[src/rtl/resv_monitor.sv]
module resv_monitor #(
  parameter int PA_W    = 64,
  parameter int BLK_LSB = 4,
  parameter int RES_W   = 64
) (
  input  logic             clk,
  input  logic             rst_n,
  input  logic             ll_done,
  input  logic             ll_fault,
  input  logic [PA_W-1:0]  ll_addr,
  input  logic             sc_req,
  input  logic [PA_W-1:0]  sc_addr,
  input  logic             snp_valid,
  input  logic [PA_W-1:0]  snp_addr,
  output logic             sc_permit,
  output logic [RES_W-1:0] sc_result
);

  localparam int TAG_W = PA_W - BLK_LSB;

  logic             held_q;
  logic [TAG_W-1:0] tag_q;
  logic             arm;
  logic             snp_hit;

  assign arm     = ll_done & ~ll_fault;
  assign snp_hit = snp_valid & held_q & (snp_addr[PA_W-1:BLK_LSB] == tag_q);

  assign sc_permit = sc_req & held_q & (sc_addr[PA_W-1:BLK_LSB] == tag_q);
  assign sc_result = {{(RES_W-1){1'b0}}, sc_permit};

  always_ff @(posedge clk) begin
    if (!rst_n) begin
      held_q <= 1'b0;
      tag_q  <= '0;
    end else if (arm) begin
      held_q <= 1'b1;
      tag_q  <= ll_addr[PA_W-1:BLK_LSB];
    end else if (sc_req || snp_hit) begin
      held_q <= 1'b0;
    end
  end

  p_idle_quiet_r8: assert property (@(posedge clk) disable iff (!rst_n)
    !sc_req |-> (sc_permit == 1'b0 && sc_result == '0));

  p_permit_needs_hold_r4: assert property (@(posedge clk) disable iff (!rst_n)
    sc_permit |-> held_q);

  p_arm_records_r2: assert property (@(posedge clk) disable iff (!rst_n)
    arm |=> (held_q && tag_q == $past(ll_addr[PA_W-1:BLK_LSB])));

  p_sc_drops_r6: assert property (@(posedge clk) disable iff (!rst_n)
    (sc_req && !arm) |=> !held_q);

  p_snoop_drops_r7: assert property (@(posedge clk) disable iff (!rst_n)
    (snp_hit && !arm) |=> !held_q);

  p_fault_inert_r5: assert property (@(posedge clk) disable iff (!rst_n)
    (ll_done && ll_fault && !sc_req && !snp_valid) |=> ($stable(held_q) && $stable(tag_q)));

endmodule

[config.mk]
export PLATFORM = sky130hd
export DESIGN_NAME = resv_monitor
export DESIGN_NICKNAME = d
export VERILOG_FILES = /design/src/rtl/resv_monitor.sv
export SDC_FILE = /design/constraint.sdc
export NUM_CORES = 1
export LEC_CHECK = 0
export BUFFER_PORTS_ARGS = -buffer_cell sky130_fd_sc_hd__buf_2
export CAP_MARGIN = 25
export CELL_PAD_IN_SITES_DETAIL_PLACEMENT = 1
export CELL_PAD_IN_SITES_GLOBAL_PLACEMENT = 1
export CORE_MARGIN = 2
export CORE_UTILIZATION = 31
export CTS_CLUSTER_SIZE = 20
export DETAILED_ROUTE_END_ITERATION = 6
export PLACE_DENSITY = 0.93
export SYNTH_ARGS = -nofsm -noshare
export SYNTH_HDL_FRONTEND = slang
export SYNTH_SLANG_ARGS = --single-unit
[constraint.sdc]
create_clock -name clk -period 7.7 [get_ports clk]
set_clock_uncertainty 0.05 [all_clocks]
set_input_delay 2.31 -clock clk [delete_from_list [all_inputs] [get_ports clk]]
set_output_delay 2.31 -clock clk [all_outputs]
set_load 0.005 [all_outputs]
; Yosys cells after proc, flatten, opt, wreduce, memory -nomap -nowiden
; Index checks and enable logic that the tools add are counted.
[op_classes]
n_reduce_logical = 2
eq_ne = 2
n_bitwise = 6
mux = 2
[ops]
columns = operator, n
row1 = $eq A60 B60 Y1, 2
row2 = $and A1 B1 Y1, 5
row3 = $mux W1, 2
row4 = $reduce_bool A2 Y1, 1
row5 = $logic_or A1 B1 Y1, 1
row6 = $not A1 Y1, 1
[totals]
ff_bits = 61
inputBits = 198
wordCells = 14
out_inout_bits = 65

; Logic depth before layout (Yosys ltp)
; Gate-level depths: netlist of run 1.
[logic_depth]
word_depth = 5
mapped_depth = 7
ltp_nobuf = 6

; Worst setup path before layout of run 1
; No wires, ideal clock.
[synth_timing]
path_kind = input port to output port
startpoint = input sc_addr[60]
endpoint = output sc_result[0]
path_stages = 6
path_buffers = 1
arrival_time_ns = 3.543
required_ns = 5.340
path_slack_ns = 1.797
cell_sequence = xor2_1 nor4_1 nand4_1 or3_1 nor4_2 buf_4
[synth_via]
elab_chain_cells = 2
[synth_lines]
columns = element, line_no
row1 = from (decl), 12  ; input logic [PA_W-1:0] sc_addr,
row2 = $eq A60 B60 Y1, 29  ; assign sc_permit = sc_req & held_q & (sc_addr[PA_W-1:BLK_LSB] == tag_q);
row3 = $and A1 B1 Y1, 29
row4 = to (decl), 16  ; output logic [RES_W-1:0] sc_result
; No other way between the ends.

; Final worst setup path of run 1
[layout_timing]
startpoint = input sc_addr[55]
endpoint = output sc_result[0]
; The elaborated chain is that of the path after synthesis.

==> run metrics, run 1 <==
hold slack 0.437 ns; Die W 119 um; Yosys top cell area share 29.7%; CP Class in -> out; Reg area 1220 um^2; Placed Instances 864; Power Dens Cells 170 nW/um^2; Critical-path top delay cell nor4_1; critical path, cell by cell buf_2 -> xor2_1 -> nor4_1 -> nand4_1 -> or3_1 -> nor4_2 -> buf_2; Crit path arrival time 4.10 ns; Wirelength per Cell 18.1 um; number of synthesized flops with an enable pin 0; Routability Congestion 0.828; area leader, netlist dfxtp_1; Startpoint Class input port; CTS tree done; setup bufs post-CTS 0; grt total ovfl 0; DR vias 4047; Overall Global Routing Usage 22.5%; Routed WL 16.0 mm; nets 897; H-tree Lvls 3; logic gate share of total power 18.2%; Post-synth ARST share 0%; Hold Fails Final Rpt 0; CTS Sinks 61; fmax 155 MHz; final cell count without fillers 886; Hold WC Path Type reg -> reg; Setup WS pre-CTS 1.26 ns; final cell utilization of the core 40.2%; CP delay by family, top simple AND/OR/NAND/NOR gates; Post-CTS Resized 0; crit path max fanout 2; die area 14200 um^2; Rows 42; RSZ-0062 raised after global routing false; Post-DP Area 4970 um^2; Tcrit/Tclk final 83.9%; Longest Clk Path Bufs 2; most frequent cells in the layout buf_2 (187), nand2_1 (122), conb_1 (63), dfxtp_1 (61), a21boi_0 (60); final worst-path setup slack 1.24 ns; Antenna Nets Post-Route 0; delay of the slowest cell on the worst path 0.44 ns; Clk Latency, worst-skew pair 0.34 ns; global-route wire length before repair 23.4 mm; Final min period 6.46 ns; Max Cap Violations 0; io pins 263; Yosys reg bits 61; synth warn 0; Seq/Total Area, Yosys 29.7%; crit path capture type output port; CP dominant cell by count buf_2; die height 119 um; switching part of the total power 28.1%; clock power share 42.7%; CTS Hold Bufs 0; worst slew pin tran 1.02 ns; Root Driver clkbuf_16; Final setup viols 0; Port Buffers 187; HPWL Detailed 13.1 mm; Final Instance Area 5260 um^2; Seq pwr share 39.0%; most common cell after layout, fill and taps aside buf_2; Multi-input gate area 2480 um^2; layout cells sized above 1 29.1%; Initial Util 31.4%; largest net degree at the start of global routing 62; Iter 0 DRT Violations 162; Worst EP required 5.34 ns; CTS Buf Count 9; clock slew at reported path FFs 0.05 ns; WP buf/inv 2; synth unique cells 31; Lkg Pwr 2.39 nW; syn_area_per_cell 7.90 um^2; drt drc 0; Mapped Cells 521; initial antenna violation count 8; Pre-antenna DRT Iters 4; Power, Total 0.896 mW; Area growth, synth to finish 27.9%; fill count 1689; vias in the first global route 4168; Core Area 13100 um^2; Max IR drop VDD 0.000120 V; P_sw 0.251 mW; Synth area leaders dfxtp_1 (30%), buf_4 (12%), nand2_1 (11%); Internal 0.645 mW; setup TNS 0 ns; Post-Syn Area 4110 um^2; Final Max Tran Viols 0; slew margin rel. 31.7%; Most used DFF post-synth dfxtp_1; vias per cell 4.57; run status completed
-- cells in the mapped netlist, drive strengths merged (3+ instances only) --
| master | n |
|---|---|
| nand4 | 16 |
| nor4 | 18 |
| xnor2 | 46 |
| nand2 | 122 |
| o2111ai | 3 |
| xor2 | 46 |
| clkbuf | 20 |
| buf | 64 |
| inv | 27 |
| a21boi | 61 |
| o2bb2ai | 7 |
| o22ai | 8 |
| nand2b | 4 |
| dfxtp | 61 |
-- flip-flops by register name, indices dropped and copies added, names as in the netlist --
register	flops
tag_q	60
held_q	1
-- tightest hold or removal path, cell delays in order, from the launching register on --
cell      delay (ns)
dfxtp_1         0.31
nand2_1         0.05
a21boi_0        0.08
-- cells by family after synthesis --
kind of cell / Yosys count / synth area share [%]
buf+inv: 111 / 16.0
xor+xnor: 92 / 19.6
compound gates: 89 / 16.6
simple gates: 167 / 18.0
other cells: 1 / 0.0912
flops: 61 / 29.7
-- final cells by class --
class	count	share of cell area (%)
timing repair buffer	189	18.1
inverter	27	1.93
clock inverter	1	0.0951
clock buffer	15	5.09
tap	176	4.19
sequential	61	23.2
antenna	6	0.285
multi-input combinational	411	47.1
-- per-layer routing --
layer,wire (um),GRT usage (%)
met5,12,0
met1,6270,25.9
met4,388,9.38
met2,7970,38.9
met3,1390,6.75
-- final timing paths --
kind              cells after the start  slack (ns)            to         from
hold / removal                        2        0.44     tag_q[10]    tag_q[10]
setup / recovery                      7        1.24  sc_result[0]  sc_addr[55]
setup reg to reg                      5        5.82        held_q    tag_q[21]
hold reg to reg                       2        0.44     tag_q[10]    tag_q[10]
-- power groups by stage --
stage / registers (mW) / logic (mW) / clock network (mW)
final: 0.350 / 0.163 / 0.383
after global routing: 0.352 / 0.182 / 0.413
after CTS: 0.350 / 0.164 / 0.395
after detailed placement: 0.357 / 0.164 / 0
after global placement: 0.356 / 0.160 / 0
after floorplan: 0.350 / 0.106 / 0
No activity file was read; power rests on OpenSTA's default activity.
==> inputs of run 2 (changes only) <==
--- a/config.mk
+++ b/config.mk
@@ -5,15 +5,16 @@
 export SDC_FILE = /design/constraint.sdc
 export NUM_CORES = 1
 export LEC_CHECK = 0
+export ABC_AREA = 1
 export BUFFER_PORTS_ARGS = -buffer_cell sky130_fd_sc_hd__buf_2
 export CAP_MARGIN = 25
 export CELL_PAD_IN_SITES_DETAIL_PLACEMENT = 1
 export CELL_PAD_IN_SITES_GLOBAL_PLACEMENT = 1
 export CORE_MARGIN = 2
-export CORE_UTILIZATION = 31
+export CORE_UTILIZATION = 25
 export CTS_CLUSTER_SIZE = 20
 export DETAILED_ROUTE_END_ITERATION = 6
-export PLACE_DENSITY = 0.93
+export PLACE_DENSITY = 0.83
 export SYNTH_ARGS = -nofsm -noshare
 export SYNTH_HDL_FRONTEND = slang
 export SYNTH_SLANG_ARGS = --single-unit
==> constraint.sdc (replaced) <==
create_clock -name clk -period 5.9 [get_ports clk]
set_clock_uncertainty 0.05 [all_clocks]
set_input_delay 1.77 -clock clk [delete_from_list [all_inputs] [get_ports clk]]
set_output_delay 1.77 -clock clk [all_outputs]
set_load 0.005 [all_outputs]
==> run 2 against run 1 <==
Largest power group unchanged. Via count grew 19%. Setup slack got worse by 0.37 ns. Count of clock-buffer cells in the layout is the same. First-iteration DRC count is 41% lower. Power is 41% higher. Non-clock buffer count unchanged. Utilization shrank 7.6 points. Sequential share of layout area fell by 1.4 points. Hold slack improved by 0.0066 ns.
==> run metrics, run 2 <==
Routed WL 17.1 mm; Critical path origin sc_addr[46]; max reg flops 60; most common cell after layout, fill and taps aside nand2_1; grt total ovfl 0; Worst EP required 4.08 ns; clock slew at reported path FFs 0.05 ns; CTS tree done; CP Class in -> out; Final setup viols 0; Post-CTS Resized 0; CP endpoint sc_permit; final cell utilization of the core 32.6%; largest net degree at the start of global routing 62; Internal 0.890 mW; Multi-input gate area 2430 um^2; number of synthesized flops with an enable pin 0; CTS Sinks 61; run status completed; Post-synth top cells nand2_1 (198), inv_1 (93), o21ai_0 (86); Yosys top cell area share 28.0%; crit path capture type output port; Setup WS pre-CTS 0.855 ns; Hold Fails Final Rpt 0; switching part of the total power 29.5%; Iter 0 DRT Violations 96; clock power share 42.1%; Max IR drop VDD 0.000127 V; global-route wire length before repair 25.3 mm; Worst Reg-to-Reg Cells 9; CP delay by family, top simple AND/OR/NAND/NOR gates; RSZ-0062 raised after global routing false; Seq pwr share 36.5%; r2r endpoint held_q; Seq/Total Area, Yosys 28.0%; Worst path depth 10; drt drc 0; WP buf/inv 3; worst slew pin tran 0.919 ns; Pre-antenna DRT Iters 4; fmax 199 MHz; P_sw 0.373 mW; reg-to-reg slack, setup 4.46 ns; delay of the slowest cell on the worst path 0.45 ns; Antenna Nets Post-Route 0; Overall Global Routing Usage 18.5%; Yosys reg bits 61; Wirelength per Cell 15.2 um; Post-synth ARST share 0%; Final min period 5.04 ns; H-tree Lvls 3; Tcrit/Tclk final 85.3%; setup TNS 0 ns; Post-Syn Area 4360 um^2; Clk Latency, worst-skew pair 0.34 ns; Longest Clk Path Bufs 2; Root Driver clkbuf_16; initial antenna violation count 6; RR Startpoint tag_q[0]; io pins 263; Power Dens Cells 225 nW/um^2; top flop regs tag_q x60, held_q x1; Mapped Cells 715; most frequent cells in the layout nand2_1 (198), buf_2 (187), inv_1 (93), o21ai_0 (86), conb_1 (63); setup bufs post-CTS 0; CP dominant cell by count nand2_1; Startpoint Class input port; synth warn 0; CTS Buf Count 9; Most used DFF post-synth dfxtp_1; crit path max fanout 2; Initial Util 25.4%; die height 136 um; die area 18500 um^2; Area growth, synth to finish 28.5%; vias in the first global route 4904; critical path, cell by cell buf_2 -> inv_1 -> nand2_1 -> o21ai_0 -> nor4_1 -> nand2_1 -> nor2_1 -> nand2_1 -> nor2_1 -> buf_2; Routability Congestion 0.772; Final Max Tran Viols 0; Rows 48; layout cells sized above 1 24.5%; HPWL Detailed 14.4 mm; synth unique cells 31; most numerous cell in the Yosys netlist nand2_1; Max Cap Violations 0; vias per cell 4.27; Die W 136 um; Synth area leaders dfxtp_1 (28%), nand2_1 (17%), buf_4 (11%); area leader, netlist dfxtp_1; Power, Total 1.26 mW; Critical-path top delay cell nor4_1; Hold WC Path Type reg -> reg; Crit path arrival time 3.22 ns; Port Buffers 187; logic gate share of total power 21.5%; fill count 2321; slew margin rel. 38.7%; syn_area_per_cell 6.10 um^2; Reg area 1220 um^2; Lkg Pwr 2.94 nW; final worst-path setup slack 0.865 ns; nets 1093; Reg with most FFs tag_q; CTS Hold Bufs 0; Core Area 17200 um^2; DR vias 4813
[run 2: cell types whose count changed after synthesis, sizes merged, moves of 13 or more]
cell	delta
xor2	-30
a21boi	-60
nand4	-13
inv	+77
nand2	+77
o21ai	+92
xnor2	-34
nor2	+57
a21oi	+57
[run 2: worst min-delay path, delay by kind of cell, from the launching register on]
kind	cells	cell delay, ns
flip-flops	1	0.31
buffers and inverters	1	0.07
AO/OA/AOI/OAI	1	0.06
[run 2: kinds of logic after synthesis]
kind of cell,Yosys count,synth area share [%]
compound gates,164,19.6
xor+xnor,28,5.62
buf+inv,186,21.7
flops,61,28.0
other cells,1,0.0860
simple gates,275,25.0
[run 2: final cells by class]
cell class	instances	share of cell area, %
Tap cell	225	5.02
Clock buffer	15	5.31
Inverter	104	6.96
Timing Repair Buffer	189	17.4
Antenna cell	4	0.179
Multi-Input combinational cell	530	43.3
Sequential cell	61	21.8
[run 2: worst min-delay path by stage]
stage               slack, ns  depth (start not counted)       from        end
finish                   0.44                          2  tag_q[19]  tag_q[19]
global route             0.46                          2  tag_q[53]  tag_q[53]
CTS                      0.45                          2  tag_q[17]  tag_q[17]
detailed placement       0.44                          2  tag_q[17]  tag_q[17]
global placement         0.43                          2  tag_q[14]  tag_q[14]
floorplan                0.40                          2  tag_q[53]  tag_q[53]
[run 2: routing by layer]
metal	up-vias	track usage, %	routed length, um
li1	2484	-	-
met1	2148	21.7	7330
met2	154	32.3	8260
met3	23	4.55	1090
met4	4	7.00	382
met5	-	0	28
[run 2: through the flow]
step	area (um^2)	hold WS, ns	instances
2_1_floorplan	4600	0.401	777
3_3_place_gp	5280	0.426	1108
3_5_place_dp	5280	0.438	1108
4_1_cts	5580	0.445	1123
5_1_grt	5600	0.465	1126
6_report	5610	0.444	1128
[run 2: power by group through the flow]
stage          clock, mW  combinational (mW)  sequential (mW)
6_report           0.532               0.271            0.461
5_1_grt            0.564               0.312            0.464
4_1_cts            0.549               0.275            0.460
2_1_floorplan          0               0.178            0.463
3_3_place_gp           0               0.266            0.467
3_5_place_dp           0               0.273            0.469
==> inputs of run 3 (changes only) <==
--- a/config.mk
+++ b/config.mk
@@ -9,12 +9,12 @@
 export BUFFER_PORTS_ARGS = -buffer_cell sky130_fd_sc_hd__buf_2
 export CAP_MARGIN = 25
 export CELL_PAD_IN_SITES_DETAIL_PLACEMENT = 1
-export CELL_PAD_IN_SITES_GLOBAL_PLACEMENT = 1
+export CELL_PAD_IN_SITES_GLOBAL_PLACEMENT = 2
 export CORE_MARGIN = 2
-export CORE_UTILIZATION = 25
+export CORE_UTILIZATION = 19
 export CTS_CLUSTER_SIZE = 20
 export DETAILED_ROUTE_END_ITERATION = 6
-export PLACE_DENSITY = 0.83
+export PLACE_DENSITY = 0.85
 export SYNTH_ARGS = -nofsm -noshare
 export SYNTH_HDL_FRONTEND = slang
 export SYNTH_SLANG_ARGS = --single-unit
==> run 3 against run 2 <==
Fmax barely moved. Via count is 0.25% lower. Register-to-register slack worse by 0.03 ns. Cell area rose by 0.58%. Wire length is 6.5% higher. Combinational power hardly changed. Sequential power barely moved. Power shrank 3.3%. Count of clock-buffer cells in the layout fell by 2. Largest power group unchanged.
==> run metrics, run 3 (synthesized netlist as in run 2, its figures left out) <==
Antenna Nets Post-Route 0; vias per cell 4.05; clock slew at reported path FFs 0.06 ns; Routed WL 18.2 mm; Tcrit/Tclk final 85.4%; Worst Reg-to-Reg Cells 11; Final setup viols 0; crit path max fanout 2; Reg with most FFs tag_q; Initial Util 19.3%; CP delay by family, top simple AND/OR/NAND/NOR gates; Hold Fails Final Rpt 0; worst slew pin tran 0.865 ns; CTS Buf Count 9; io pins 263; Routability Congestion 0.786; Area growth, synth to finish 29.3%; Worst path depth 9; DR vias 4801; min-delay src tag_q[46]; Critical-path top delay cell nor4_1; most common cell after layout, fill and taps aside nand2_1; setup TNS 0 ns; Iter 0 DRT Violations 212; Clk Latency, worst-skew pair 0.34 ns; CTS tree done; RR Startpoint tag_q[40]; run status completed; top flop regs tag_q x60, held_q x1; delay of the slowest cell on the worst path 0.49 ns; CTS Hold Bufs 0; grt total ovfl 0; Root Driver clkbuf_16; fmax 199 MHz; WP buf/inv 2; HPWL Detailed 15.5 mm; die height 156 um; Final Max Tran Viols 0; Lkg Pwr 2.92 nW; Hold WC Path Type reg -> reg; Wirelength per Cell 15.3 um; largest net degree at the start of global routing 65; Post-CTS Resized 0; initial antenna violation count 2; RSZ-0062 raised after global routing false; Rows 55; slew margin rel. 42.4%; critical path, cell by cell buf_2 -> nand2_1 -> o21ai_0 -> nor4_1 -> nand2_1 -> nor2_1 -> nand2_1 -> nor2_1 -> buf_2; crit path capture type output port; drt drc 0; Crit path arrival time 3.22 ns; vias in the first global route 4889; Worst EP required 4.08 ns; Pre-antenna DRT Iters 6; Critical path origin sc_addr[45]; H-tree Lvls 3; layout cells sized above 1 24.2%; global-route wire length before repair 27.0 mm; Final Instance Area 5640 um^2; Power Dens Cells 217 nW/um^2; CP Class in -> out; CTS Sinks 61; Startpoint Class input port; Longest Clk Path Bufs 2; setup bufs post-CTS 0; Max Cap Violations 0; CP dominant cell by count nand2_1; most frequent cells in the layout nand2_1 (198), buf_2 (187), inv_1 (93), o21ai_0 (86), conb_1 (63); Post-DP Area 5370 um^2; Max IR drop VDD 0.000118 V; nets 1093; die area 24200 um^2; Port Buffers 187; hold slack 0.448 ns; Core Area 22600 um^2; Overall Global Routing Usage 15.1%; Worst Hold Path Cells 2; Die W 156 um; Power, Total 1.22 mW; max reg flops 60; Final min period 5.04 ns
run 3: changes by cell type in the layout (fill, tap and decap cells not counted):
cell,before,now
diode_2,4,2
clkbuf_8,5,1
clkbuf_1,1,3
clkinv_2,0,2
run 3: metrics by stage:
step	util (%)	cells	setup slack, ns
floorplan	-	777	1.46
global placement	23.7	1168	0.870
detailed placement	23.8	1169	0.859
CTS	25.0	1184	0.852
global route	25.0	1184	0.736
finish	25.0	1186	0.862
run 3: cell type report:
cell class | instances | area, um^2
clock inverter | 2 | 10.0
timing repair buffer | 189 | 976
fill | 2959 | 16900
sequential | 61 | 1220
clock buffer | 13 | 250
multi-input combinational | 530 | 2430
tap | 285 | 357
antenna | 2 | 5.00
inverter | 104 | 390
run 3: worst paths after layout:
path,slack (ns),to
worst min register to register,0.45,tag_q[46]
worst max register to register,4.43,held_q
worst min-delay path,0.45,tag_q[46]
worst max-delay path,0.86,sc_result[0]
run 3: power by group:
group          internal (mW)  total [mW]  switching (mW)  leakage [nW]
Combinational          0.110       0.274           0.164          2.29
Sequential             0.440       0.460          0.0193         0.504
Clock                  0.292       0.489           0.196         0.129
run 3: routing by layer:
metal	vias to the layer above	share of wire, %	track usage, %
li1	2478	-	-
met5	-	0.071	0
met4	2	1.8	4.37
met3	20	7.0	3.97
met1	2149	44	18.4
met2	152	48	26.0
run 3: tightest hold or removal path: stages (launching register included):
cell	delay [ns]
dfxtp_1	0.33
inv_1	0.07
a21oi_1	0.05
